$ cat src/rtl/razor_pkg.sv
package razor_pkg;

   // per-edge actions shared by every bit cell
   typedef struct packed {
      logic load_main;    // main copy takes the input word
      logic load_shadow;  // shadow copy takes the input word
      logic repair;       // main copy takes the shadow copy
   } cell_ctl_t;

   localparam int unsigned MIN_GROUP_W = 1;

endpackage

$ cat src/rtl/razor_bit_cell.sv
module razor_bit_cell
   import razor_pkg::*;
(
   input  logic      clk,
   input  logic      rst_n,
   input  logic      d_bit,
   input  cell_ctl_t ctl,
   input  logic      cmp_en,
   output logic      q_bit,
   output logic      mis_bit
);

   logic main_r;
   logic shadow_r;

   always_ff @(posedge clk or negedge rst_n) begin
      if (!rst_n) begin
         main_r <= 1'b0;
      end else if (ctl.repair) begin
         main_r <= shadow_r;
      end else if (ctl.load_main) begin
         main_r <= d_bit;
      end
   end

   always_ff @(posedge clk or negedge rst_n) begin
      if (!rst_n) begin
         shadow_r <= 1'b0;
      end else if (ctl.load_shadow) begin
         shadow_r <= d_bit;
      end
   end

   assign q_bit   = main_r;
   assign mis_bit = cmp_en & (main_r ^ shadow_r);


   repair_copies_shadow_chk: assert property (@(posedge clk) disable iff (!rst_n)
      ctl.repair |=> (main_r == $past(shadow_r)));


   shadow_holds_chk: assert property (@(posedge clk) disable iff (!rst_n)
      !ctl.load_shadow |=> $stable(shadow_r));

endmodule

$ cat src/rtl/razor_err_reduce.sv
module razor_err_reduce #(
   parameter int unsigned WIDTH   = 8,
   parameter int unsigned GROUP_W = 4,
   parameter bit          GROUPED = 1'b1
) (
   input  logic [WIDTH-1:0] mis_vec,
   output logic             any_mis
);

   localparam int unsigned N_GRP = (WIDTH + GROUP_W - 1) / GROUP_W;

   if (GROUP_W < razor_pkg::MIN_GROUP_W) begin : g_bad_group
      $error("razor_err_reduce: GROUP_W must be at least 1");
   end

   if (GROUPED) begin : g_grouped
      logic [N_GRP-1:0] grp_or;
      always_comb begin
         grp_or = '0;
         for (int i = 0; i < int'(WIDTH); i++) begin
            grp_or[i / int'(GROUP_W)] = grp_or[i / int'(GROUP_W)] | mis_vec[i];
         end
      end
      assign any_mis = |grp_or;
   end else begin : g_flat
      assign any_mis = |mis_vec;
   end

endmodule

$ cat src/rtl/razor_ctrl.sv
module razor_ctrl
   import razor_pkg::*;
(
   input  logic      clk,
   input  logic      rst_n,
   input  logic      late_smp,
   input  logic      any_mis,
   output cell_ctl_t ctl,
   output logic      cmp_en,
   output logic      q_valid
);

   logic cmp_r;
   logic held_r;

   always_comb begin
      ctl.repair      = any_mis;
      ctl.load_main   = !late_smp && !any_mis;
      ctl.load_shadow = late_smp && !any_mis;
   end

   always_ff @(posedge clk or negedge rst_n) begin
      if (!rst_n) begin
         cmp_r  <= 1'b0;
         held_r <= 1'b0;
      end else begin
         cmp_r <= ctl.load_shadow;
         if (ctl.load_main || ctl.repair) begin
            held_r <= 1'b1;
         end
      end
   end

   assign cmp_en  = cmp_r;
   assign q_valid = held_r && !any_mis;


   err_single_pulse_chk: assert property (@(posedge clk) disable iff (!rst_n)
      any_mis |=> !any_mis);


   no_check_after_repair_chk: assert property (@(posedge clk) disable iff (!rst_n)
      any_mis |=> !cmp_r);

endmodule

$ cat src/rtl/razor_reg_bank.sv
module razor_reg_bank
   import razor_pkg::*;
#(
   parameter int unsigned M_W     = 4,
   parameter int unsigned GROUP_W = 4,
   parameter bit          GROUPED = 1'b1
) (
   input  logic               clk,
   input  logic               rst_n,
   input  logic               late_smp,
   input  logic [2*M_W-1:0]   d_word,
   output logic [2*M_W-1:0]   q_word,
   output logic               err_pulse,
   output logic               q_valid
);

   localparam int unsigned DATA_W = 2 * M_W;

   if (M_W < 1) begin : g_bad_width
      $error("razor_reg_bank: M_W must be at least 1");
   end

   cell_ctl_t         ctl;
   logic              cmp_en;
   logic [DATA_W-1:0] mis_vec;
   logic              any_mis;

   razor_ctrl u_ctrl (
      .clk      (clk),
      .rst_n    (rst_n),
      .late_smp (late_smp),
      .any_mis  (any_mis),
      .ctl      (ctl),
      .cmp_en   (cmp_en),
      .q_valid  (q_valid)
   );

   for (genvar b = 0; b < DATA_W; b++) begin : g_bit
      razor_bit_cell u_cell (
         .clk     (clk),
         .rst_n   (rst_n),
         .d_bit   (d_word[b]),
         .ctl     (ctl),
         .cmp_en  (cmp_en),
         .q_bit   (q_word[b]),
         .mis_bit (mis_vec[b])
      );
   end

   razor_err_reduce #(
      .WIDTH   (DATA_W),
      .GROUP_W (GROUP_W),
      .GROUPED (GROUPED)
   ) u_reduce (
      .mis_vec (mis_vec),
      .any_mis (any_mis)
   );

   assign err_pulse = any_mis;


   main_kept_on_strobe_chk: assert property (@(posedge clk) disable iff (!rst_n)
      (late_smp && !err_pulse) |=> $stable(q_word));


   match_no_error_chk: assert property (@(posedge clk) disable iff (!rst_n)
      (late_smp && !err_pulse && (d_word == q_word)) |=> !err_pulse);


   mismatch_flags_chk: assert property (@(posedge clk) disable iff (!rst_n)
      (late_smp && !err_pulse && (d_word != q_word)) |=> err_pulse);


   invalid_in_error_chk: assert property (@(posedge clk) disable iff (!rst_n)
      err_pulse |-> !q_valid);

endmodule

$ cat config.mk
export PLATFORM = sky130hd
export DESIGN_NAME = razor_reg_bank
export DESIGN_NICKNAME = d
export VERILOG_FILES = /design/src/rtl/razor_pkg.sv /design/src/rtl/razor_bit_cell.sv /design/src/rtl/razor_err_reduce.sv /design/src/rtl/razor_ctrl.sv /design/src/rtl/razor_reg_bank.sv
export SDC_FILE = /design/constraint.sdc
export NUM_CORES = 1
export LEC_CHECK = 0
export BUFFER_PORTS_ARGS = -buffer_cell sky130_fd_sc_hd__buf_2
export CORE_MARGIN = 1
export CORE_UTILIZATION = 57
export DETAILED_ROUTE_END_ITERATION = 7
export GPL_TIMING_DRIVEN = 0
export PLACE_DENSITY = 0.93
export SLEW_MARGIN = 25
export SYNTH_ARGS = -nofsm -noshare
export SYNTH_HDL_FRONTEND = slang
export SYNTH_SLANG_ARGS = --single-unit
$ cat constraint.sdc
create_clock -name clk -period 2.4 [get_ports clk]
set_clock_uncertainty 0.05 [all_clocks]
set_input_delay 0.48 -clock clk [delete_from_list [all_inputs] [get_ports clk]]
set_output_delay 0.48 -clock clk [all_outputs]
set_load 0.005 [all_outputs]
== After elaboration in Yosys (flattened, before gate mapping) ==
Index checks and enable logic that the tools add are counted.

* Register bits after elaboration: 18
* Input port bits: 11
* Output and inout bits: 10
* Word-level logic and storage cells: 64

* Multiplexer cells: 16
* Bitwise operators: 22
* Reduce and logical (&&, ||, !) cells: 8

{| class="wikitable"
|+ Operator list
! kind !! number
|-
| two-way mux 1 bit || 16
|-
| AND 1 bit || 8
|-
| XOR 1 bit || 8
|-
| OR 1 bit || 6
|-
| logical AND 1 bit || 3
|-
| zero test 1 bit || 2
|-
| nonzero test 2 bit || 1
|-
| OR reduction 2 bit || 1
|-
| logical OR 1 bit || 1
|}

== Longest topological paths before layout ==
Gate-level depths: netlist of run 1.

* Depth after elaboration: 10
* Depth in mapped cells: 6
* Gate-level depth less buffers: 5

== Modules after synthesis ==
Synthesis of run 1 repeated with hierarchy kept, for this count alone.

* Cell total of the unflattened synthesis: 74
* Area total of the unflattened synthesis: 859.6 um2

{| class="wikitable"
|+ By module, submodules not included
! module !! instances !! cells each !! area an instance (um2) !! sequential area each (um2)
|-
| razor_bit_cell || 8 || 8 || 95.1 || 50.0
|-
| razor_ctrl || 1 || 7 || 82.6 || 50.0
|-
| razor_err_reduce || 1 || 3 || 16.3 || 0.0
|}

== Worst setup path after synthesis of run 1 ==
No wires, ideal clock.

* Path type: reg-to-output
* Start: reg g_bit[5].u_cell.shadow_r
* End: out err_pulse
* Arrival time: 1233 ps
* Data required time: 1870 ps
* Path slack: 637 ps
* Stages on the path, launching flop included: 6
* Path buffers: 1
* Cells stage by stage: dfrtp_1 > xnor2_1 > nand4_4 > o21ai_4 > inv_4 > buf_8

* Cells in the longest elaborated chain, start to end: 6

{| class="wikitable"
|+ Ends and longest elaborated chain
! element !! RTL line !! source
|-
| from (decl) || razor_bit_cell.sv:14 || <nowiki>logic shadow_r;</nowiki>
|-
| from (signal assigned) || razor_bit_cell.sv:30 || <nowiki>shadow_r <= d_bit;</nowiki>
|-
| XOR 1 bit || razor_bit_cell.sv:35 || <nowiki>assign mis_bit = cmp_en & (main_r ^ shadow_r);</nowiki>
|-
| AND 1 bit || razor_bit_cell.sv:35 ||
|-
| OR 1 bit (3 in series) || razor_err_reduce.sv:21 || <nowiki>grp_or[i / int'(GROUP_W)] = grp_or[i / int'(GROUP_W)] | mis_vec[i];</nowiki>
|-
| OR reduction 2 bit || razor_err_reduce.sv:24 || <nowiki>assign any_mis = |grp_or;</nowiki>
|-
| to (decl) || razor_reg_bank.sv:13 || <nowiki>output logic err_pulse,</nowiki>
|}

Every way passes these cells.

== Worst setup path after layout of run 1 ==
* Start: reg g_bit[1].u_cell.shadow_r
* End: out err_pulse

* Cells in the longest elaborated chain, start to end: 6

{| class="wikitable"
|+ Ends and longest elaborated chain
! element !! RTL line
|-
| from (decl) || razor_bit_cell.sv:14
|-
| from (signal assigned) || razor_bit_cell.sv:30
|-
| XOR 1 bit || razor_bit_cell.sv:35
|-
| AND 1 bit || razor_bit_cell.sv:35
|-
| OR 1 bit (3 in series) || razor_err_reduce.sv:21
|-
| OR reduction 2 bit || razor_err_reduce.sv:24
|}

Every way passes these cells.

==> results of run 1 <==
## through the flow
| stage | power, mW | setup WS, ns | util [%] | cells | cell area, um^2 |
|---|---|---|---|---|---|
| 4_1_cts | 0.8227 | 0.01067 | 73.70 | 140 | 1175 |
| 3_3_place_gp | 0.6633 | 0.3956 | 72.29 | 137 | 1152 |
| 2_1_floorplan | 0.5997 | 0.6366 | - | 94 | 1027 |
| 5_1_grt | 0.9023 | 0.002740 | 77.00 | 140 | 1227 |
| 3_5_place_dp | 0.6769 | 0.3483 | 72.29 | 137 | 1152 |
| 6_report | 0.8634 | 0.08132 | 77.00 | 140 | 1227 |
## area by class of cell
class | instances | area [um^2] | share of cell area [%]
multi-input combinational | 62 | 533.0 | 43.42
sequential | 18 | 450.4 | 36.70
timing repair buffer | 19 | 95.09 | 7.747
buffer | 13 | 90.09 | 7.339
tap | 24 | 30.03 | 2.446
clock buffer | 3 | 22.52 | 1.835
inverter | 1 | 6.256 | 0.5097
## worst max-delay path, stage by stage (launching register included)
cell	delay, ns
sky130_fd_sc_hd__dfrtp_1	0.44
sky130_fd_sc_hd__xnor2_2	0.23
sky130_fd_sc_hd__nand4_4	0.21
sky130_fd_sc_hd__o21ai_4	0.25
sky130_fd_sc_hd__inv_4	0.09
sky130_fd_sc_hd__buf_8	0.15
sky130_fd_sc_hd__buf_2	0.12
## logic make-up after synthesis
logic type      synth area share, %
buf+inv                       9.379
xor+xnor                      6.821
flops                         43.85
mux                           7.796
compound gates                17.66
simple gates                  14.49
## layer usage
metal / GRT usage, % / wire [um]
met1: 31.23 / 918
met2: 42.35 / 1116
met3: 3.265 / 105
met4: 13.94 / 34
met5: 0 / 0
## where the power goes
group | total, mW | internal [mW] | switching (mW)
Clock | 0.152 | 0.0584 | 0.0938
Combinational | 0.300 | 0.160 | 0.140
Sequential | 0.411 | 0.351 | 0.0600
## how the worst max path moves through the flow
stage	slack [ns]	start	to
detailed placement	0.35	g_bit[4].u_cell.shadow_r	err_pulse
global route	0.003	g_bit[1].u_cell.shadow_r	err_pulse
floorplan	0.64	g_bit[5].u_cell.shadow_r	err_pulse
global placement	0.40	g_bit[5].u_cell.shadow_r	err_pulse
finish	0.08	g_bit[1].u_cell.shadow_r	err_pulse
CTS	0.01	g_bit[4].u_cell.shadow_r	err_pulse
## sequential cells by signal, summed over array words and instances, names as in the netlist
signal / cells
g_bit.u_cell.q_bit: 8
g_bit.u_cell.shadow_r: 8
u_ctrl.cmp_en: 1
u_ctrl.held_r: 1
## repair_timing
action	CTS	global route
setup buffers	0	0
hold endpoints to repair	0	0
endpoints found under the setup margin	0	1
resized for setup	0	7
## synthesized netlist by cell type
library cell,number
sky130_fd_sc_hd__and2_2,2
sky130_fd_sc_hd__nand3b_1,1
sky130_fd_sc_hd__nand4_4,2
sky130_fd_sc_hd__mux2i_1,8
sky130_fd_sc_hd__o21ai_1,8
sky130_fd_sc_hd__dfrtp_1,18
sky130_fd_sc_hd__or2b_1,3
sky130_fd_sc_hd__xnor2_1,8
sky130_fd_sc_hd__clkbuf_1,3
sky130_fd_sc_hd__buf_4,8
sky130_fd_sc_hd__buf_8,1
sky130_fd_sc_hd__buf_1,1
sky130_fd_sc_hd__o21ai_4,1
sky130_fd_sc_hd__inv_4,1
sky130_fd_sc_hd__o211ai_2,1
sky130_fd_sc_hd__nand2b_1,5
sky130_fd_sc_hd__o211ai_1,15
sky130_fd_sc_hd__nand2_1,8
==> results.json, run 1 <==
{
  "timing_hold_violations_final": 0,
  "overall_via_count_from_detail_route": 819,
  "tightestPinTransition_ns": 0.7154,
  "crit_fanout": 10,
  "synthCells": 94,
  "fin_setup_tns_ns": 0,
  "core-area_mm2": 0.001594,
  "ys.warnings.count": 0,
  "route.antenna.remaining_nets": 0,
  "drv.max_cap_violation_count": 0,
  "grt_util_all_layers_pct": 25.21,
  "drt_wl_total_mm": 2.174,
  "outcome": "finished clean",
  "setup.worst_path.class": "flop to primary output",
  "postSynthRegisterBits": 18,
  "regToRegSetupSlack_ns": 0.74,
  "power.density_cell_area_mw_per_mm2": 703.4,
  "synth_area_leaders": "sky130_fd_sc_hd__dfrtp_1 (44%), sky130_fd_sc_hd__o211ai_1 (11%), sky130_fd_sc_hd__mux2i_1 (7.8%)",
  "yosysUniqueCellTypes": 18,
  "grt_setup_unrepaired": "false",
  "max_freq_ghz": 0.4313,
  "final_common_cell": "sky130_fd_sc_hd__buf_2",
  "clock_sinks": 18,
  "crit_required_ns": 1.87,
  "pins_over_slew_limit": 0,
  "antenna_found_initial": 0,
  "synth_largest_type_area_fraction_pct": 43.85,
  "chipHeight_um": 44.45,
  "grt_max_degree": 19,
  "fp.dieW_um": 44.45,
  "num_io_pins": 21,
  "numCtsBuffers": 3,
  "detailed_routing_iterations_pass_1": 4,
  "layout.nets": 129,
  "post_cts_hold_buffer_count": 0,
  "clock_tree.root_cell": "sky130_fd_sc_hd__clkbuf_4",
  "wire_length_of_the_first_global_routing_pass_mm": 3.546,
  "worstPathArrival_ns": 1.79,
  "synthDominantAreaCellType": "sky130_fd_sc_hd__dfrtp_1",
  "dp_hpwl_mm": 1.432,
  "worst_slew_margin_rel_pct": 52.30,
  "wl_per_cell_um": 15.53,
  "fin_hold_ws_ns": 0.05130,
  "remaining_drc_errors": 0,
  "drtIter0Drc": 15,
  "worstSkewPairLatency_ns": 0.29,
  "vias_per_cell": 5.850,
  "drive_above_1_share_pct": 38.79,
  "globalplace.congestion": 0.7917,
  "min_period_over_period_pct": 96.61,
  "most-common-layout-cells": "sky130_fd_sc_hd__buf_2 (19), sky130_fd_sc_hd__dfrtp_1 (18), sky130_fd_sc_hd__o211ai_1 (15)",
  "timing.hold.worst.class": "primary input to async pin",
  "synth.yosys.seq_area_share_pct": 43.85,
  "post_synth.cell_area_avg_um2": 10.93,
  "port-buffer-count": 19,
  "synth.cell_area_mm2": 0.001027,
  "r2r-end": "g_bit[5].u_cell.shadow_r",
  "cellLeakagePower_nw": 0.5471,
  "first_global_vias": 803,
  "post-route-min-period_ns": 2.319,
  "setup.worst_path.end_class": "primary output",
  "maximum_level_of_the_cts_h_tree": 1,
  "startpoint_type": "flop",
  "initial_core_util_pct": 64.44,
  "antenna_cells_inserted": 0,
  "final-setup-viol-count": 0,
  "worst_r2r_startpoint": "g_bit[1].u_cell.shadow_r",
  "area_growth_pct": 19.49,
  "clock_path_buffers": 2,
  "max-vdd-ir-drop_uv": 452.3,
  "fp.dieArea_mm2": 0.001976,
  "tritoncts": "yes",
  "reg2reg_depth": 6,
  "clkSlewWorstSetupHoldPaths_ns": 0.10,
  "grt_overflow": 0,
  "syn-num-nets": 105,
  "filler_cell_count": 114,
  "fp-row-count": 14
}
Power figures use the tool's default switching activity.
==> run 2, diff against run 1 <==
==> constraint.sdc (replaced) <==
create_clock -name clk -period 2.4 [get_ports clk]
set_clock_uncertainty 0.05 [all_clocks]
set_input_delay 0.48 -clock clk [delete_from_list [all_inputs] [get_ports clk]]
set_output_delay 0.48 -clock clk [all_outputs]
set_load 0.1 [all_outputs]
==> results.json, run 2 (synthesis results as in run 1) <==
{
  "port-buffer-count": 19,
  "fp.dieW_um": 44.45,
  "initial_core_util_pct": 64.44,
  "core-area_mm2": 0.001594,
  "globalplace.congestion": 0.7917,
  "timing.hold.worst.class": "primary input to async pin",
  "drtIter0Drc": 32,
  "final-setup-viol-count": 0,
  "fin_setup_tns_ns": 0,
  "crit_required_ns": 1.87,
  "remaining_drc_errors": 0,
  "vias_per_cell": 5.774,
  "chipHeight_um": 44.45,
  "clkSlewWorstSetupHoldPaths_ns": 0.10,
  "drv.max_cap_violation_count": 0,
  "worst_slew_margin_rel_pct": 54.41,
  "clock_path_buffers": 2,
  "route.antenna.remaining_nets": 0,
  "startpoint_type": "flop",
  "min_period_over_period_pct": 97.29,
  "pins_over_slew_limit": 0,
  "grt_max_degree": 19,
  "max_freq_ghz": 0.4283,
  "worstPathArrival_ns": 1.80,
  "tightestPinTransition_ns": 0.6839,
  "grt_overflow": 0,
  "antenna_found_initial": 0,
  "most-common-layout-cells": "sky130_fd_sc_hd__dfrtp_1 (18), sky130_fd_sc_hd__buf_2 (17), sky130_fd_sc_hd__o211ai_1 (15), sky130_fd_sc_hd__buf_4 (15)",
  "fp.dieArea_mm2": 0.001976,
  "drive_above_1_share_pct": 42.62,
  "wl_per_cell_um": 16.06,
  "area_growth_pct": 25.46,
  "drt_wl_total_mm": 2.345,
  "post_cts_hold_buffer_count": 0,
  "worstSkewPairLatency_ns": 0.29,
  "multi_input_comb_area_um2": 540.5,
  "wire_length_of_the_first_global_routing_pass_mm": 3.670,
  "cellLeakagePower_nw": 0.5811,
  "first_global_vias": 812,
  "power.density_cell_area_mw_per_mm2": 854.1,
  "regToRegSetupSlack_ns": 0.67,
  "final_common_cell": "sky130_fd_sc_hd__dfrtp_1",
  "num_io_pins": 21,
  "fin_hold_ws_ns": 0.05012,
  "clock_sinks": 18,
  "max-vdd-ir-drop_uv": 494.6,
  "numCtsBuffers": 3,
  "placed_cells": 137,
  "timing_hold_violations_final": 0,
  "final.setup.worst_slack_ns": 0.06512,
  "layout.nets": 135,
  "outcome": "finished clean",
  "maximum_level_of_the_cts_h_tree": 1,
  "filler_cell_count": 106,
  "fp-row-count": 14,
  "crit_fanout": 5,
  "grt_util_all_layers_pct": 26.33,
  "detailed_routing_iterations_pass_1": 4,
  "clock_tree.root_cell": "sky130_fd_sc_hd__clkbuf_4",
  "tritoncts": "yes",
  "post-route-min-period_ns": 2.335,
  "antenna_cells_inserted": 0,
  "ff_latch_area_um2": 450.4,
  "dp_hpwl_mm": 1.432,
  "overall_via_count_from_detail_route": 843,
  "setup.worst_path.end_class": "primary output",
  "setup.worst_path.class": "flop to primary output",
  "grt_setup_unrepaired": "false",
  "detailedPlace.worstSlack_ns": 0.1335,
  "number_of_non_filler_instances_in_the_completed_layout": 146
}
-- run 2: changes by cell type in the layout (fill, tap and decap cells not counted), sizes merged --
cell  previous run  this run
buf             29        35
-- run 2: metal layers --
metal	vias up	part of all wire (%)	global-route usage, %
met5	-	0	0
met4	0	1.2	12.73
met3	4	4.4	4.490
met2	34	51	43.82
met1	424	43	33.16
li1	381	-	-
-- run 2: final cells by class --
| type | count | area share [%] |
|---|---|---|
| multi-input combinational | 62 | 41.94 |
| sequential | 18 | 34.95 |
| inverter | 1 | 0.4854 |
| buffer | 13 | 6.990 |
| clock buffer | 3 | 1.748 |
| tap | 24 | 2.330 |
| timing repair buffer | 25 | 11.55 |
-- run 2: worst max-delay path: stages (launching register included) --
cell	delay [ns]
sky130_fd_sc_hd__dfrtp_1	0.44
sky130_fd_sc_hd__xnor2_2	0.23
sky130_fd_sc_hd__nand4_4	0.17
sky130_fd_sc_hd__o21ai_4	0.23
sky130_fd_sc_hd__and2_2	0.17
sky130_fd_sc_hd__buf_4	0.28
-- run 2: what timing repair did --
action / in CTS / in global routing
pin swaps: 1 / 3
gates cloned: 0 / 0
buffers inserted: 1 / 5
endpoints found under the setup margin: 2 / 2
gates resized for setup: 10 / 1
-- run 2: report_power, final --
| part | total (mW) | switching (mW) | internal (mW) |
|---|---|---|---|
| Combinational | 0.533 | 0.347 | 0.187 |
| Clock | 0.153 | 0.0942 | 0.0584 |
| Sequential | 0.415 | 0.0638 | 0.351 |
| Total | 1.10 | 0.505 | 0.596 |
-- run 2: stage by stage --
step                utilization [%]  total power [mW]  instance area [um^2]
global placement              72.29            0.8599                  1152
floorplan                         -            0.7985                  1027
global route                  80.85             1.146                  1289
finish                        80.85             1.101                  1289
detailed placement            72.29            0.8735                  1152
CTS                           78.26             1.069                  1247
-- run 2: path summary, 6_finish.rpt --
path                                        from                  endpoint  cells past startpoint
setup / recovery           g_bit[1].u_cell.q_bit                   q_valid                      5
hold / removal                             rst_n     g_bit[4].u_cell.q_bit                      1
setup reg to reg           g_bit[1].u_cell.q_bit  g_bit[0].u_cell.shadow_r                      6
hold reg to reg                    u_ctrl.held_r             u_ctrl.held_r                      1
max in group asynchronous                  rst_n     g_bit[2].u_cell.q_bit                      1
min in group clk                       d_word[4]  g_bit[4].u_cell.shadow_r                      3
==> run 3, diff against run 2 <==
- BUFFER_PORTS_ARGS: -buffer_cell sky130_fd_sc_hd__buf_2 -> -buffer_cell sky130_fd_sc_hd__clkbuf_2
==> results.json, run 3 (synthesis results as in run 1) <==
{
  "post_cts_hold_buffer_count": 0,
  "remaining_drc_errors": 0,
  "grt.met1_usage_pct": 36.70,
  "drt_wl_total_mm": 2.373,
  "ff_latch_area_um2": 450.4,
  "grt_util_all_layers_pct": 28.25,
  "startpoint_type": "flop",
  "worstPathArrival_ns": 1.83,
  "wl_per_cell_um": 16.37,
  "min_period_over_period_pct": 98.21,
  "fin_hold_ws_ns": 0.05863,
  "chipHeight_um": 44.45,
  "globalplace.congestion": 0.7927,
  "worst_slew_margin_rel_pct": 53.55,
  "drive_above_1_share_pct": 42.15,
  "pwr-share-seq_pct": 37.7,
  "fp-row-count": 14,
  "filler_cell_count": 87,
  "setup.worst_path.class": "flop to primary output",
  "final_common_cell": "sky130_fd_sc_hd__dfrtp_1",
  "initial_core_util_pct": 64.44,
  "route.antenna.remaining_nets": 0,
  "port-buffer-count": 19,
  "antenna_found_initial": 0,
  "clock_share_of_power_pct": 13.7,
  "grt_overflow": 0,
  "placed_cells": 137,
  "grt_max_degree": 19,
  "crit_fanout": 10,
  "maximum_level_of_the_cts_h_tree": 1,
  "power.net_switching_uw": 505.0,
  "tightestPinTransition_ns": 0.6968,
  "core-area_mm2": 0.001594,
  "timing_hold_violations_final": 0,
  "fp.dieArea_mm2": 0.001976,
  "wire_length_of_the_first_global_routing_pass_mm": 3.974,
  "max_freq_ghz": 0.4243,
  "worstPathCellList": "xnor2_2 -> nand4_4 -> o21ai_4 -> inv_4 -> buf_8 -> clkbuf_8",
  "numCtsBuffers": 3,
  "intPower_uw": 591.7,
  "antenna_cells_inserted": 0,
  "detailed_routing_iterations_pass_1": 4,
  "drv.max_cap_violation_count": 0,
  "overall_via_count_from_detail_route": 821,
  "clock_tree.root_cell": "sky130_fd_sc_hd__clkbuf_4",
  "critical-path-top-delay-family": "buffers and inverters",
  "combinational_power_share_pct": 48.5,
  "first_global_vias": 866,
  "switching_share_pct": 46.05,
  "worstSkewPairLatency_ns": 0.29,
  "power.density_cell_area_mw_per_mm2": 850.1,
  "use_met3_pct": 2.857,
  "final-setup-viol-count": 0,
  "slowest_delay_ns": 0.43,
  "clkSlewWorstSetupHoldPaths_ns": 0.10,
  "timing.hold.worst.class": "primary input to async pin",
  "max-vdd-ir-drop_uv": 569.1,
  "fp.dieW_um": 44.45,
  "num_io_pins": 21,
  "drtIter0Drc": 20,
  "clock_path_buffers": 2,
  "clock_sinks": 18,
  "area_growth_pct": 25.58,
  "tritoncts": "yes",
  "dp_hpwl_mm": 1.534,
  "vias_per_cell": 5.662,
  "setup.worst_path.end_class": "primary output",
  "grt.met2_usage_pct": 48.82,
  "most-common-layout-cells": "sky130_fd_sc_hd__dfrtp_1 (18), sky130_fd_sc_hd__clkbuf_2 (17), sky130_fd_sc_hd__o211ai_1 (15)",
  "multi_input_comb_area_um2": 540.5,
  "post-layout-total-power_mw": 1.097,
  "critical_path.n_buffers_inverters": 3,
  "post-route-min-period_ns": 2.357,
  "globalRoute.busiestLayer": "met2",
  "number_of_non_filler_instances_in_the_completed_layout": 145,
  "pins_over_slew_limit": 0,
  "cellLeakagePower_nw": 0.5829,
  "layout.nets": 134,
  "crit_slowest_cell": "sky130_fd_sc_hd__dfrtp_1",
  "crit_required_ns": 1.87,
  "outcome": "finished clean"
}
run 3: cell type report:
| type | instances | area share (%) |
|---|---|---|
| multi-input combinational | 62 | 41.90 |
| buffer | 13 | 6.983 |
| tap | 24 | 2.328 |
| clock buffer | 3 | 1.746 |
| sequential | 18 | 34.92 |
| inverter | 1 | 0.4850 |
| timing repair buffer | 24 | 11.64 |
run 3: what timing repair did:
item	in CTS	in global routing
gates resized for setup	12	0
pin swaps	1	2
buffers inserted	1	4
setup endpoints to repair	2	2
run 3: metal layers:
| layer | vias to the layer above | share of wire [%] | wire, um |
|---|---|---|---|
| met5 | - | 0 | 0 |
| met4 | 0 | 1.9 | 44 |
| met3 | 9 | 4.2 | 100 |
| met2 | 31 | 51 | 1220 |
| met1 | 401 | 42 | 1007 |
| li1 | 380 | - | - |
run 3: final timing paths:
kind	cells after the start	from	endpoint	slack [ns]
max	6	g_bit[1].u_cell.shadow_r	err_pulse	0.04
min	1	rst_n	g_bit[4].u_cell.q_bit	0.06
max reg2reg	6	g_bit[1].u_cell.shadow_r	g_bit[5].u_cell.shadow_r	0.81
min reg2reg	1	u_ctrl.held_r	u_ctrl.held_r	0.43
max in group asynchronous	1	rst_n	g_bit[6].u_cell.shadow_r	1.93
min in group clk	3	d_word[4]	g_bit[4].u_cell.shadow_r	0.39
run 3: power groups by stage:
stage,Combinational [mW],Sequential (mW),Clock (mW)
final,0.532,0.414,0.151
after detailed placement,0.475,0.404,0
after global routing,0.557,0.419,0.158
after floorplan,0.406,0.393,0
after CTS,0.516,0.413,0.147
after global placement,0.462,0.398,0
run 3: metrics by stage:
stage                     instance area (um^2)  util (%)  setup TNS [ns]  setup WS (ns)
after CTS                                 1260     79.04               0       0.005762
after detailed placement                  1152     72.29               0        0.05212
after global routing                      1290     80.93        -0.02975       -0.02975
final                                     1290     80.93               0        0.04300
after global placement                    1152     72.29               0         0.1505
after floorplan                           1027         -               0         0.3368
